<file path="config.mk">
export PLATFORM = sky130hd
export DESIGN_NAME = am_env_slicer
export DESIGN_NICKNAME = d
export VERILOG_FILES = /design/src/rtl/am_slicer_pkg.sv /design/src/rtl/am_rectify.sv /design/src/rtl/am_window_avg.sv /design/src/rtl/am_thr_regs.sv /design/src/rtl/am_env_slicer.sv
export SDC_FILE = /design/constraint.sdc
export NUM_CORES = 1
export LEC_CHECK = 0
export BUFFER_PORTS_ARGS = -buffer_cell sky130_fd_sc_hd__buf_2
export CAP_MARGIN = 5
export CELL_PAD_IN_SITES_DETAIL_PLACEMENT = 0
export CELL_PAD_IN_SITES_GLOBAL_PLACEMENT = 1
export CORE_ASPECT_RATIO = 1.25
export CORE_MARGIN = 2
export CORE_UTILIZATION = 47
export CTS_CLUSTER_SIZE = 40
export DETAILED_ROUTE_END_ITERATION = 10
export GPL_TIMING_DRIVEN = 0
export PLACE_DENSITY_LB_ADDON = 0.1
export SLEW_MARGIN = 20
export SYNTH_ARGS = -nofsm -noshare
export SYNTH_HDL_FRONTEND = slang
export SYNTH_SLANG_ARGS = --single-unit
</file>
<file path="constraint.sdc">
create_clock -name clk -period 8.8 [get_ports clk]
set_input_delay 0.88 -clock clk [delete_from_list [all_inputs] [get_ports clk]]
set_output_delay 0.88 -clock clk [all_outputs]
set_load 0.01 [all_outputs]
</file>
<file path="src/rtl/am_slicer_pkg.sv">
package am_slicer_pkg;

   // Decoded view of one bus request
   typedef struct packed {
      logic take;   // request accepted this cycle
      logic hit;    // the request addresses the threshold word
      logic write;  // threshold is loaded this cycle
   } bus_req_t;

   // Largest magnitude the rectifier can emit for a given sample width
   function automatic int unsigned max_mag(int unsigned w, bit signed_in);
      return signed_in ? ((2 ** (w - 1)) - 1) : ((2 ** w) - 1);
   endfunction

endpackage

</file>
<file path="src/rtl/am_rectify.sv">
module am_rectify #(
   parameter int W         = 8,
   parameter bit SIGNED_IN = 1'b1
) (
   input  logic [W-1:0] raw,
   output logic [W-1:0] mag
);

   generate
      if (SIGNED_IN) begin : g_signed
         localparam logic [W-1:0] MOST_NEG = {1'b1, {(W-1){1'b0}}};
         localparam logic [W-1:0] MOST_POS = {1'b0, {(W-1){1'b1}}};
         localparam logic [W-1:0] ONE      = {{(W-1){1'b0}}, 1'b1};
         always_comb begin
            if (raw == MOST_NEG)
               mag = MOST_POS;            // saturate the one value with no positive twin
            else if (raw[W-1])
               mag = (~raw) + ONE;
            else
               mag = raw;
         end
      end else begin : g_unsigned
         assign mag = raw;
      end
   endgenerate

endmodule

</file>
<file path="src/rtl/am_window_avg.sv">
module am_window_avg #(
   parameter int W        = 8,
   parameter int LOG2_LEN = 3
) (
   input  logic                  clk,
   input  logic                  rst,
   input  logic                  push,
   input  logic [W-1:0]          din,
   output logic [W+LOG2_LEN-1:0] sum_q,
   output logic [W+LOG2_LEN-1:0] sum_d
);

   localparam int LEN   = 1 << LOG2_LEN;
   localparam int SUM_W = W + LOG2_LEN;

   logic [W-1:0] tap [LEN];

   // Add the newcomer and drop the sample falling off the far end
   assign sum_d = sum_q
                + {{LOG2_LEN{1'b0}}, din}
                - {{LOG2_LEN{1'b0}}, tap[LEN-1]};

   always_ff @(posedge clk) begin
      if (rst) begin
         for (int i = 0; i < LEN; i++) tap[i] <= '0;
         sum_q <= '0;
      end else if (push) begin
         tap[0] <= din;
         for (int i = 1; i < LEN; i++) tap[i] <= tap[i-1];
         sum_q <= sum_d;
      end
   end

   logic [SUM_W-1:0] unused_width_probe;
   assign unused_width_probe = sum_q;

endmodule

</file>
<file path="src/rtl/am_thr_regs.sv">
module am_thr_regs
   import am_slicer_pkg::*;
#(
   parameter int               ADR_W   = 4,
   parameter int               DAT_W   = 32,
   parameter int               THR_W   = 8,
   parameter logic [THR_W-1:0] THR_RST = 8'h40
) (
   input  logic               clk,
   input  logic               rst,
   input  logic               cyc,
   input  logic               stb,
   input  logic               we,
   input  logic [ADR_W-1:0]   adr,
   input  logic [DAT_W/8-1:0] sel,
   input  logic [DAT_W-1:0]   dat_i,
   output logic [DAT_W-1:0]   dat_o,
   output logic               ack,
   output logic [THR_W-1:0]   thr
);

   localparam int SEL_W = DAT_W / 8;

   bus_req_t req;

   always_comb begin
      req.take  = cyc && stb && !ack;
      req.hit   = (adr == '0);
      req.write = req.take && req.hit && we && sel[0];
   end

   always_ff @(posedge clk) begin
      if (rst) begin
         ack   <= 1'b0;
         dat_o <= '0;
         thr   <= THR_RST;
      end else begin
         ack <= req.take;
         if (req.take)
            dat_o <= req.hit ? {{(DAT_W-THR_W){1'b0}}, thr} : '0;
         if (req.write)
            thr <= dat_i[THR_W-1:0];
      end
   end

   logic unused_bus_bits;
   assign unused_bus_bits = ^{dat_i[DAT_W-1:THR_W], sel[SEL_W-1:1]};

endmodule

</file>
<file path="src/rtl/am_env_slicer.sv">
module am_env_slicer #(
   parameter int                  SAMPLE_W  = 8,
   parameter int                  WIN_LOG2  = 3,
   parameter bit                  SIGNED_IN = 1'b1,
   parameter int                  WB_ADR_W  = 4,
   parameter int                  WB_DAT_W  = 32,
   parameter logic [SAMPLE_W-1:0] THR_RESET = 8'h40
) (
   input  logic                  clk,
   input  logic                  rst,
   input  logic                  samp_valid,
   input  logic [SAMPLE_W-1:0]   samp_data,
   input  logic                  wb_cyc_i,
   input  logic                  wb_stb_i,
   input  logic                  wb_we_i,
   input  logic [WB_ADR_W-1:0]   wb_adr_i,
   input  logic [WB_DAT_W/8-1:0] wb_sel_i,
   input  logic [WB_DAT_W-1:0]   wb_dat_i,
   output logic [WB_DAT_W-1:0]   wb_dat_o,
   output logic                  wb_ack_o,
   output logic                  bit_out,
   output logic                  bit_valid
);

   localparam int SUM_W = SAMPLE_W + WIN_LOG2;

   // Elaboration-time parameter checks
   generate
      if (SAMPLE_W < 2) begin : g_bad_sample_w
         $error("SAMPLE_W must be at least 2");
      end
      if (WIN_LOG2 < 1 || WIN_LOG2 > 6) begin : g_bad_window
         $error("WIN_LOG2 must lie in 1..6");
      end
      if (WB_DAT_W % 8 != 0 || WB_DAT_W < 16) begin : g_bad_bus_w
         $error("WB_DAT_W must be a multiple of 8 and at least 16");
      end
      if (WB_DAT_W <= SAMPLE_W) begin : g_bad_thr_fit
         $error("threshold must fit below the top of the bus word");
      end
   endgenerate

   logic [SAMPLE_W-1:0] mag;
   logic [SUM_W-1:0]    win_sum;
   logic [SUM_W-1:0]    win_sum_d;
   logic [SAMPLE_W-1:0] thr_q;
   logic [SAMPLE_W-1:0] avg_d;

   am_rectify #(
      .W         (SAMPLE_W),
      .SIGNED_IN (SIGNED_IN)
   ) u_rect (
      .raw (samp_data),
      .mag (mag)
   );

   am_window_avg #(
      .W        (SAMPLE_W),
      .LOG2_LEN (WIN_LOG2)
   ) u_win (
      .clk   (clk),
      .rst   (rst),
      .push  (samp_valid),
      .din   (mag),
      .sum_q (win_sum),
      .sum_d (win_sum_d)
   );

   am_thr_regs #(
      .ADR_W   (WB_ADR_W),
      .DAT_W   (WB_DAT_W),
      .THR_W   (SAMPLE_W),
      .THR_RST (THR_RESET)
   ) u_regs (
      .clk   (clk),
      .rst   (rst),
      .cyc   (wb_cyc_i),
      .stb   (wb_stb_i),
      .we    (wb_we_i),
      .adr   (wb_adr_i),
      .sel   (wb_sel_i),
      .dat_i (wb_dat_i),
      .dat_o (wb_dat_o),
      .ack   (wb_ack_o),
      .thr   (thr_q)
   );

   // Average of the window after this sample: divide by the length with a shift
   assign avg_d = win_sum_d[SUM_W-1:WIN_LOG2];

   always_ff @(posedge clk) begin
      if (rst) begin
         bit_out   <= 1'b0;
         bit_valid <= 1'b0;
      end else if (samp_valid) begin
         bit_out   <= (avg_d > thr_q);
         bit_valid <= 1'b1;
      end
   end

   logic unused_frac;
   assign unused_frac = ^{win_sum_d[WIN_LOG2-1:0], win_sum};

endmodule

</file>
Word level (Yosys, flattened, before mapping)

Memory sizes are Yosys's and may differ from the RTL's.
Index checks and enable logic that the tools add are counted.

Flip-flop bits (word level): 54
Memories: 1
Bits in writable memories: 64
Input port bits: 54
Output and inout port bits: 35

Memories:

| name      | depth | width | read ports | clocked after Yosys merged registers in | wr ports | line                | source |
|---|---|---|---|---|---|---|---|
| u_win.tap | 8     | 8     | 8          | 0                                       | 8        | am_window_avg.sv:16 | `logic [W-1:0] tap [LEN];` |

Equality and inequality tests: 1
$add $sub $neg: 3
Order comparisons: 1
Reduce and logical (&&, ||, !) cells: 7
Bitwise operators: 9
Muxes and demuxes: 16

Operators by type and width:

| cell                                                           | number |
|---|---|
| 8-bit 2-to-1 mux                                               | 11 |
| 11-bit by 8-bit adder with 11-bit output                       | 1 |
| 11-bit by 8-bit subtractor with 11-bit output                  | 1 |
| 8-bit by 1-bit adder with 8-bit output (second input constant) | 1 |
| 8-bit == test (second input constant)                          | 1 |
| 8-bit greater-than comparator                                  | 1 |
| 8-bit inverter                                                 | 1 |
| 1-bit bitwise OR                                               | 8 |
| 1-bit logical AND                                              | 5 |
| 1-bit 2-to-1 mux                                               | 5 |
| 4-bit logical NOT                                              | 1 |
| 1-bit logical NOT                                              | 1 |

Logic depth before layout (Yosys ltp)

Gate-level depths: netlist (run 1).

Word-level depth: 7
Mapped depth: 19
Mapped depth without buffers: 19

Cells and area by module

A second synthesis (run 1) with hierarchy kept.

Cell total of the unflattened synthesis: 449
Area, all modules: 4852.2 um^2

Modules (own cells, without submodules):

| module        | cells each | instances | seq. area each (um^2) | area an instance (um^2) |
|---|---|---|---|---|
| am_window_avg | 273        | 1         | 2142.1                | 3469.6 |
| am_thr_regs   | 105        | 1         | 340.3                 | 885.8 |
| am_env_slicer | 35         | 1         | 40.0                  | 285.3 |
| am_rectify    | 36         | 1         | 0.0                   | 211.5 |

Worst setup path before layout (run 1)

No wires, ideal clock.

Path type: input port to flip-flop
From: input port samp_data[1]
To: register bit_out
Setup time: 0.069 ns
Stages: 17
Required time: 8.731 ns
Slack: 4.319 ns
Buffers on the path: 0
Arrival: 4.412 ns
Cell sequence: or4_1 or2_1 o21bai_1 a21oi_1 a31oi_1 fa_1 ha_1 and3_2 a211o_1 a21o_1 a21oi_2 nor3_1 xor2_1 ha_1 nand4_1 o21a_1 o21ai_1

Cells in the longest elaborated chain, start to end: 7
Elaborated cells between the ends (all ways): 8
Classes of those cells: add/sub (3); order compare (1); eq/ne (1); mux (2); bitwise (1)

Ends and longest elaborated chain:

| what                                              | line                | source |
|---|---|---|
| from (decl)                                       | am_env_slicer.sv:12 | `input logic [SAMPLE_W-1:0] samp_data,` |
| 8-bit inverter                                    | am_rectify.sv:18    | `mag = (~raw) + ONE;` |
| 8-bit by 1-bit adder with 8-bit output            | am_rectify.sv:18    |  |
| 8-bit 2-to-1 mux                                  | am_rectify.sv:17    | `else if (raw[W-1])` |
| 8-bit 2-to-1 mux (*)                              | am_rectify.sv:15    | `if (raw == MOST_NEG)` |
| via mag[5]                                        | am_env_slicer.sv:43 | `logic [SAMPLE_W-1:0] mag;` |
| 11-bit by 8-bit adder with 11-bit output (*)      | am_window_avg.sv:20 | `+ {{LOG2_LEN{1'b0}}, din}` |
| 11-bit by 8-bit subtractor with 11-bit output (*) | am_window_avg.sv:21 | `- {{LOG2_LEN{1'b0}}, tap[LEN-1]};` |
| via u_win.sum_d[10]                               | am_window_avg.sv:10 | `output logic [W+LOG2_LEN-1:0] sum_d` |
| 8-bit greater-than comparator (*)                 | am_env_slicer.sv:96 | `bit_out <= (avg_d > thr_q);` |
| to (signal assigned)                              | am_env_slicer.sv:96 |  |
| to (decl)                                         | am_env_slicer.sv:21 | `output logic bit_out,` |

Mark *: on every way through the listed nets, which the timed path passes. The rest lies on a longest branch.
A chain may end at the register's enable or synchronous reset.

Worst setup path after layout (run 1)

From: input port samp_data[4]
To: register bit_out

Elaborated cells between the ends (all ways): 8
Classes of those cells: add/sub (3); order compare (1); eq/ne (1); mux (2); bitwise (1)

RTL lines:

| what                                          | line |
|---|---|
| 8-bit == test                                 | am_rectify.sv:15 |
| 8-bit 2-to-1 mux                              | am_rectify.sv:15 |
| via mag[1]                                    | am_env_slicer.sv:43 |
| 11-bit by 8-bit adder with 11-bit output      | am_window_avg.sv:20 |
| 11-bit by 8-bit subtractor with 11-bit output | am_window_avg.sv:21 |
| via u_win.sum_d[9]                            | am_window_avg.sv:10 |
| 8-bit greater-than comparator                 | am_env_slicer.sv:96 |

The timed path passes the listed nets, and every way through them passes these cells.

==> results.md, run 1 <==
* RSZ-0062 raised after global routing: no
* CTS Buf Count at 9
* IO Count at a little under 90
* Worst-margin pin slew at just over 0.6 ns
* Synthesized instance count at 399
* Setup violations, final at 0
* CP Capture Type: flip-flop
* Worst-Skew Late Latency at 0.34 ns
* Worst hold path class: flip-flop to flip-flop
* Die area at 0.0108 mm^2
* Final hold violations at 0
* Post-synth design cell area at 0.00469 mm^2
* # resized after CTS at 0
* Setup TNS at 0 ns
* Period minus WS final at ~4.7 ns
* Yosys warns at 0
* Fillers at approximately 860
* H-Tree Depth at 3
* Synth area leaders: edfxtp_1 41%, dfxtp_1 13%, and2_1 5.6%
* Peak Freq at about 210 MHz
* Largest buffer count on any clock path at 2
* GPL Wtd Cong at 0.765
* Dominant synthesized flop cell: edfxtp_1
* Post-synth top area share at 0.410
* Sequential area share after synthesis at 0.538
* Final wirelength at 8560 um
* Max cap viols at 0
* Crit path max-delay family: compound AO/OA/AOI/OAI gates
* Vias in the first global route at around 3,000
* Worst path cell trace: buf_2, or4b_1, or2_1, clkbuf_1, nand2_1, fa_1, ha_1, a21o_1, a21oi_1, o21bai_2, a21oi_1, o21ai_1, xor2_1, ha_1, a21o_1, a21oi_1, o21a_1, o21ai_1
* Max-Slew Margin vs Limit at 0.589
* Critical path's most frequent cell: a21oi_1
* Core Region at slightly below 0.01 mm^2
* Final Max Slew Viols at 0
* PortBufs at 37
* Layout cell share with drive strength beyond 1 at 0.193
* Avg Vias per Cell at approximately 5.0
* Post-Syn Area per Cell at 11.8 um^2
* DRC at 0
* Power per standard cell area at approximately 280 mW/mm^2
* Number of synthesized flops with an enable pin at 64
* CTS tree: yes
* Fraction of registers with async set/reset at 0
* Final hold slack at around 0.46 ns
* WS Path Type: input port to flip-flop
* Chip Width at between 90 and 100 um
* Critical path's slowest cell: or4b_1
* Vias at 2,991
* CP arrival at 4.95 ns
* Outcome: completed
* Num Clock Sinks at 94
* CTS Root Cell: clkbuf_16
* Req. time, crit path at roughly 9 ns
* Overflow after GRT at 0
* Antenna diodes at 0
* Layout Nets at 553
* Register bit total from synthesis at 94
* DRT antenna net count at 0
* Max VDD drop at 0.000147 V
* Crit-path max cell delay at 0.52 ns
* Cell taking the most area after synthesis: edfxtp_1
* Buf+Inv Stages, Crit Path at 2
* Critical Path Source Type: input port
* Crit Path Max Fanout at 8
* Antenna violations before repair at 0
* Layout area overhead at 17.2%
* First-pass GRT wire length at between 10,000 and 15,000 um
* # rows at 40
* Worst-path clk slew at approximately 0.060 ns
* Synth cell count leaders: 64 x edfxtp_1, 42 x and2_1, 30 x dfxtp_1, 29 x nor2_1, 26 x inv_1
* Cts hold-fix bufs at 0
* Drt initial violations at ~110
* Crit share post-route at 0.536
* Pin count of the biggest net entering global routing at 65
* Initial Utilization at 0.485
* P_leak at approximately 0.0024 uW
* Count leader, synth: edfxtp_1
* Die Ht at ~120 um
* Post-DP HPWL at 6220 um
* Routed WL per cell at ~14 um
* Post-synthesis cell type count at just under 60
* First-pass iteration count of the detailed router at 4
* Clock Skews at just over 0.006 ns
* Post-CTS Setup Bufs at 0
* GRT Total Usage at 0.173
[routing by layer]
metal  share of wire  global-route usage  routed length (um)
met4           0.022              0.0833                 186
met3           0.041              0.0286                 349
met5               0                   0                   0
met2            0.50               0.288                4280
met1            0.44               0.219                3740
[through the flow]
step	std cells	utilization	total power (uW)	worst slack [ns]	area [um^2]
2_1_floorplan	422	-	957	4.32	4780
3_3_place_gp	585	0.530	1050	3.79	5120
3_5_place_dp	586	0.533	1070	3.74	5150
4_1_cts	602	0.569	1530	4.10	5500
5_1_grt	602	0.569	1610	3.81	5500
6_report	602	0.569	1510	4.08	5500
[sequential cells by signal (all words and copies together) (netlist names)]
register and count:
u_win.tap 64, u_win.sum_q 11, u_regs.dat_o 8, u_regs.thr 8, bit_out 1, bit_valid 1, u_regs.ack 1
[logic make-up (layout without fill, tap and decap cells)]
group,count (synthesis),after routing,synth area share
and+or+nand+nor,124,124,0.157
DFF,94,94,0.538
AOI/OAI and AO/OA,64,64,0.0971
buffers and inverters,64,118,0.0707
adders and majority gates,28,28,0.0875
muxes,13,13,0.0280
xor gates and xnor gates,11,11,0.0205
other,1,24,0.000800
[worst paths after layout]
kind,from,end,slack (ns),cells past startpoint
max,samp_data[4],bit_out,4.08,18
max reg2reg,u_win.tap[7][1],bit_out,5.38,14
min reg2reg,bit_out,bit_out,0.46,2
min,bit_out,bit_out,0.46,2
[report_power, final]
part	internal (uW)	switching [uW]
clock network	279	174
registers	512	18.3
logic	240	290
[final cells by class]
class / count / area (um^2) / share of cell area
Multi-Input combinational cell: 264 / 1920 / 0.350
Clock buffer: 9 / 225 / 0.0410
Buffer: 37 / 230 / 0.0419
Tap cell: 126 / 158 / 0.0287
Inverter: 27 / 104 / 0.0189
Timing Repair Buffer: 38 / 213 / 0.0387
Sequential cell: 94 / 2520 / 0.459
Clock inverter: 7 / 121 / 0.0221
[placed cells by master, fill, tap and decap left out, types with 14 or more instances in the layout]
cell type	netlist	final
and2_1	42	42
nor2_1	29	29
a21oi_1	14	14
inv_1	26	25
dfxtp_1	30	30
edfxtp_1	64	64
ha_1	20	20
buf_4	24	24
conb_1	1	24
nor2b_1	21	21
buf_2	1	38
[worst reg2reg max path, stage by stage, from the launching register on]
cell and delay (ns):
edfxtp_1 0.37, inv_1 0.09, fa_1 0.47, ha_1 0.32
a21o_1 0.15, a21oi_1 0.27, o21bai_2 0.14, a21oi_1 0.38
o21ai_1 0.15, xor2_1 0.17, ha_1 0.30, a21o_1 0.16
a21oi_1 0.15, o21a_1 0.14, o21ai_1 0.06
Note: power is estimated with default switching activity, not from simulation.
==> run 2: changes to the inputs <==
Settings changed: CORE_UTILIZATION 47 to 40.
Clock period 8.8 ns to 4.31 ns, I/O delays scaled along.
==> results.md, run 2 (synthesis gave the netlist of run 1 again) <==
* Outcome: completed
* Pin count of the biggest net entering global routing at 62
* CP Capture Type: flip-flop
* Max VDD drop at 0.000262 V
* CTS tree: yes
* Worst-Skew Late Latency at ~0.34 ns
* Critical path's slowest cell: or4_1
* GPL Wtd Cong at about 0.79
* Peak Freq at between 200 and 250 MHz
* CP arrival at ~4.4 ns
* Overflow after GRT at 0
* Core Region at between 0.01 and 0.015 mm^2
* Clock Skews at ~0.008 ns
* Initial Utilization at 0.408
* Critical Path Source Type: input port
* Final wirelength at around 8500 um
* First-pass GRT wire length at around 14,000 um
* Vias in the first global route at approximately 2,800
* Post-DP HPWL at 6190 um
* Final hold slack at about 0.33 ns
* Max reg flops at 64
* Most common cell after layout, fill and taps aside: edfxtp_1
* Req. time, crit path at roughly 4.6 ns
* Max cap viols at 0
* Worst path cell trace: buf_2, or4_1, or2_1, o21bai_1, a21oi_1, a31oi_1, fa_2, ha_2, and3_2, a211o_1, a21o_1, a21oi_2, nor3_2, xor2_1, ha_1, nand4_1, o21a_1, o21ai_1
* WS Path Type: input port to flip-flop
* Chip Width at 101 um
* Worst-margin pin slew at 0.593 ns
* DRT antenna net count at 0
* Biggest register: u_win.tap
* Layout Nets at around 560
* Period minus WS final at a little over 4 ns
* CTS Buf Count at 9
* Max-Slew Margin vs Limit at 0.605
* Layout Cells excl Fill at approximately 620
* Drt initial violations at 80
* Inst Count DP at 598
* Routed WL per cell at 13.8 um
* Worst hold path class: input port to flip-flop
* Largest buffer count on any clock path at 2
* First-pass iteration count of the detailed router at 4
* Most frequent cells in the layout: 64 x edfxtp_1, 42 x and2_1, 38 x buf_2
* P_leak at between 0.002 and 0.0025 uW
* Layout area overhead at 18.4%
* Crit path max-delay family: compound AO/OA/AOI/OAI gates
* Die Ht at approximately 130 um
* Layout cell share with drive strength beyond 1 at 0.217
* CTS Root Cell: clkbuf_16
* Setup TNS at 0 ns
* Antenna violations before repair at 0
* Avg Vias per Cell at slightly below 5
* Final core occ at 0.482
* Worst-path clk slew at around 0.07 ns
* PortBufs at 37
* GRT Total Usage at 0.141
* Num Clock Sinks at 94
* Top flop regs: u_win.tap x64, u_win.sum_q x11
* Final Max Slew Viols at 0
* Crit share post-route at 0.946
* Power per standard cell area at 560 mW/mm^2
* IO Count at about 90
* H-Tree Depth at 3
* Antenna diodes at 0
* Final WS setup at roughly 0.23 ns
* DRC at 0
* Final hold violations at 0
* Crit Path Max Fanout at 5
* # rows at 44
* DP Worst Slack at -0.365 ns
* Buf+Inv Stages, Crit Path at 1
* Setup violations, final at 0
* Vias at 2,962
* Crit-path max cell delay at approximately 0.55 ns
* Die area at about 0.013 mm^2
-- run 2: cell types whose count changed in the layout (fill, tap and decap cells not counted), moves of 2 or more --
cell,previous run,this run
inv_6,0,2
a21oi_1,14,11
ha_1,20,18
buf_4,24,27
bufinv_16,3,1
a21oi_2,2,4
-- run 2: per-layer routing --
metal	share of wire	wire length [um]	vias up	global-route usage
li1	-	-	1491	-
met1	0.43	3670	1409	0.169
met2	0.52	4380	52	0.245
met3	0.035	298	10	0.0240
met4	0.017	147	0	0.0580
met5	0	0	-	0
-- run 2: path summary, 6_finish.rpt --
kind / depth (start not counted) / startpoint / to / slack [ns]
max: 18 / samp_data[1] / bit_out / 0.23
min: 3 / wb_dat_i[5] / u_regs.thr[5] / 0.33
max reg2reg: 14 / u_win.tap[7][1] / bit_out / 1.08
min reg2reg: 2 / bit_out / bit_out / 0.46
-- run 2: where the power goes --
group	switching (uW)	internal, uW
registers	37.4	1040
logic	633	565
clock network	367	464
-- run 2: stage by stage --
stage	total power (uW)	area [um^2]
3_3_place_gp	2170	5130
3_5_place_dp	2200	5160
4_1_cts	3050	5480
2_1_floorplan	1950	4780
6_report	3110	5550
5_1_grt	3330	5550
-- run 2: final cells by class --
cell class / count / area [um^2]
inverters: 27 / 104
fillers: 1100 / 5960
multi-input cells: 264 / 1970
plain buffers: 37 / 230
clock buffers: 9 / 225
repair buffers: 41 / 235
clock inverters: 7 / 87.6
well taps: 138 / 173
flip-flops and latches: 94 / 2520
-- run 2: worst reg2reg max path, stage by stage (launching register included) --
cell      delay [ns]
edfxtp_1        0.36
inv_1           0.09
fa_1            0.47
ha_1            0.34
a21o_1          0.18
a21oi_2         0.19
o21bai_2        0.14
a21oi_4         0.23
o21ai_1         0.13
xor2_1          0.22
ha_1            0.28
a21o_1          0.16
a21oi_1         0.14
o21a_1          0.14
o21ai_1         0.06
-- run 2: repair_timing --
action                                 in CTS  in global routing
pin swaps                                   0                  2
resized for setup                           1                 10
endpoints found under the hold margin       0                  0
setup endpoints to repair                   1                  1
hold buffers                                0                  0
setup buffers                               0                  3
==> run 3: changes to the inputs <==
Settings changed: BUFFER_PORTS_ARGS -buffer_cell sky130_fd_sc_hd__buf_2 to default, CORE_UTILIZATION 40 to 45, DONT_BUFFER_PORTS from default to 1.
==> results.md, run 3 (synthesis gave the netlist of run 1 again) <==
* Drt initial violations at 49
* Placed Area at ~0.0050 mm^2
* IO Count at approximately 90
* Worst hold path class: input port to flip-flop
* Peak Freq at 248 MHz
* Worst-Skew Late Latency at roughly 0.34 ns
* DRC at 0
* Max-Slew Margin vs Limit at 0.587
* Die Ht at ~120 um
* Startpoint of the worst hold path: wb_dat_i[7]
* H-Tree Depth at 3
* CP Launch Point: samp_data[1]
* Overflow after GRT at 0
* Power per standard cell area at between 500 and 600 mW/mm^2
* Post-Layout Inst Area at 0.00528 mm^2
* CTS tree: yes
* Antenna violations before repair at 0
* CTS Buf Count at 9
* Period minus WS final at slightly above 4 ns
* Max reg flops at 64
* Routed WL per cell at between 10 and 15 um
* Hold Crit Depth at 2
* Die area at approximately 0.011 mm^2
* PortBufs at 0
* Crit Path Max Fanout at 5
* Most frequent cells in the layout: 64 x edfxtp_1, 42 x and2_1, 30 x dfxtp_1
* Antenna diodes at 0
* Hold worst-path end: u_regs.thr[7]
* Req. time, crit path at approximately 4.6 ns
* # rows at just over 40
* R2R Path Start: u_win.tap[7][1]
* CTS Root Cell: clkbuf_16
* Area of the multi-input gates at 0.00195 mm^2
* R2R Path End: bit_out
* GPL Wtd Cong at 0.804
* GRT Total Usage at 0.154
* Max VDD drop at 0.000234 V
* Chip Width at between 90 and 100 um
* First-pass iteration count of the detailed router at 6
* Final hold violations at 0
* Worst-path clk slew at 0.07 ns
* Initial Utilization at 0.464
* Setup TNS at 0 ns
* CP arrival at roughly 4.3 ns
* P_leak at 0.00224 uW
* Core Region at roughly 0.01 mm^2
* Pin count of the biggest net entering global routing at between 60 and 70
* Post-DP HPWL at between 5000 and 6000 um
* Layout area overhead at 12.6%
* Met3 Use GR at 0.0287
* Max cap viols at 0
* Vias in the first global route at ~2,700
* Num Clock Sinks at 94
* Crit share post-route at 0.936
* Vias at between 2,000 and 3,000
* CP Capture Type: flip-flop
* Cells on worst reg2reg path at 14
* Fillers at between 900 and 1,000
* Largest buffer count on any clock path at 2
* Biggest register: u_win.tap
* WS Path Type: input port to flip-flop
* Final wirelength at between 8000 and 9000 um
* Routing usage on met1 at 0.198
* Storage cell area at between 0.002 and 0.003 mm^2
* Cts hold-fix bufs at 0
* Met2 Usage GRT at 0.252
* Outcome: completed
* Layout Nets at 516
* Final core occ at 0.523
* Critical Path Source Type: input port
* R2R setup slack at around 1.1 ns
* Worst-margin pin slew at just over 0.6 ns
* RSZ-0062 raised after global routing: no
* Avg Vias per Cell at between 4 and 5
* Final Max Slew Viols at 0
* Most common cell after layout, fill and taps aside: edfxtp_1
* Top flop regs: u_win.tap x64, u_win.sum_q x11
* Setup violations, final at 0
* Clock Skews at ~0.0090 ns
* First-pass GRT wire length at ~13,000 um
* Final Power at between 2000 and 3000 uW
* Layout cell share with drive strength beyond 1 at 0.139
* Grt peak-use layer: met2
* DRT antenna net count at 0
==> run 3: cell types whose count changed in the layout (fill, tap and decap cells not counted), sizes merged <==
cell and change:
clkinv +1, inv -1, bufinv -1, clkinvlp +1, buf -40
==> run 3: area by class of cell <==
cell class	instances	share of cell area
Inverter	27	0.0197
Tap cell	129	0.0306
Multi-Input combinational cell	264	0.368
Clock buffer	9	0.0426
Sequential cell	94	0.478
Buffer	37	0.0436
Timing Repair Buffer	1	0.00521
Clock inverter	7	0.0123
==> run 3: how the worst max path moves through the flow <==
stage	slack (ns)	end	depth (start not counted)
3_3_place_gp	-0.19	bit_out	17
3_5_place_dp	-0.22	bit_out	17
2_1_floorplan	0.28	bit_out	17
4_1_cts	0.14	bit_out	17
6_report	0.28	bit_out	17
5_1_grt	0.03	bit_out	17
==> run 3: metal layers <==
metal | part of all wire | vias up
met5 | 0 | -
met4 | 0.017 | 0
met3 | 0.043 | 11
met2 | 0.50 | 50
met1 | 0.44 | 1331
li1 | - | 1417
==> run 3: critical path: stages <==
cell and delay (ns):
or4_1 0.54, or2_1 0.26, o21bai_1 0.18, a21oi_2 0.16, a31oi_1 0.10, fa_2 0.40, ha_1 0.35, and3_2 0.27
a211o_1 0.28, a21o_1 0.19, a21oi_2 0.15, nor3_1 0.07, xor2_1 0.17, ha_1 0.31, nand4_1 0.12, o21a_1 0.21
o21ai_1 0.12
==> run 3: power breakdown <==
part,switching (uW),leakage (uW),internal (uW)
sequential,39.9,0.000951,1040
clock,370,0.000140,405
combinational,594,0.00115,493
total,1000,0.00224,1940
==> run 3: repair_timing <==
action / in CTS / in global routing
setup buffers: 0 / 0
setup endpoints to repair: 0 / 1
resized for setup: 0 / 6
==> run 3: stage by stage <==
stage,std cells,hold slack (ns),worst slack [ns]
2_1_floorplan,422,0.459,0.278
3_3_place_gp,551,0.483,-0.187
3_5_place_dp,552,0.486,-0.224
4_1_cts,568,0.227,0.137
5_1_grt,568,0.242,0.0285
6_report,568,0.233,0.277
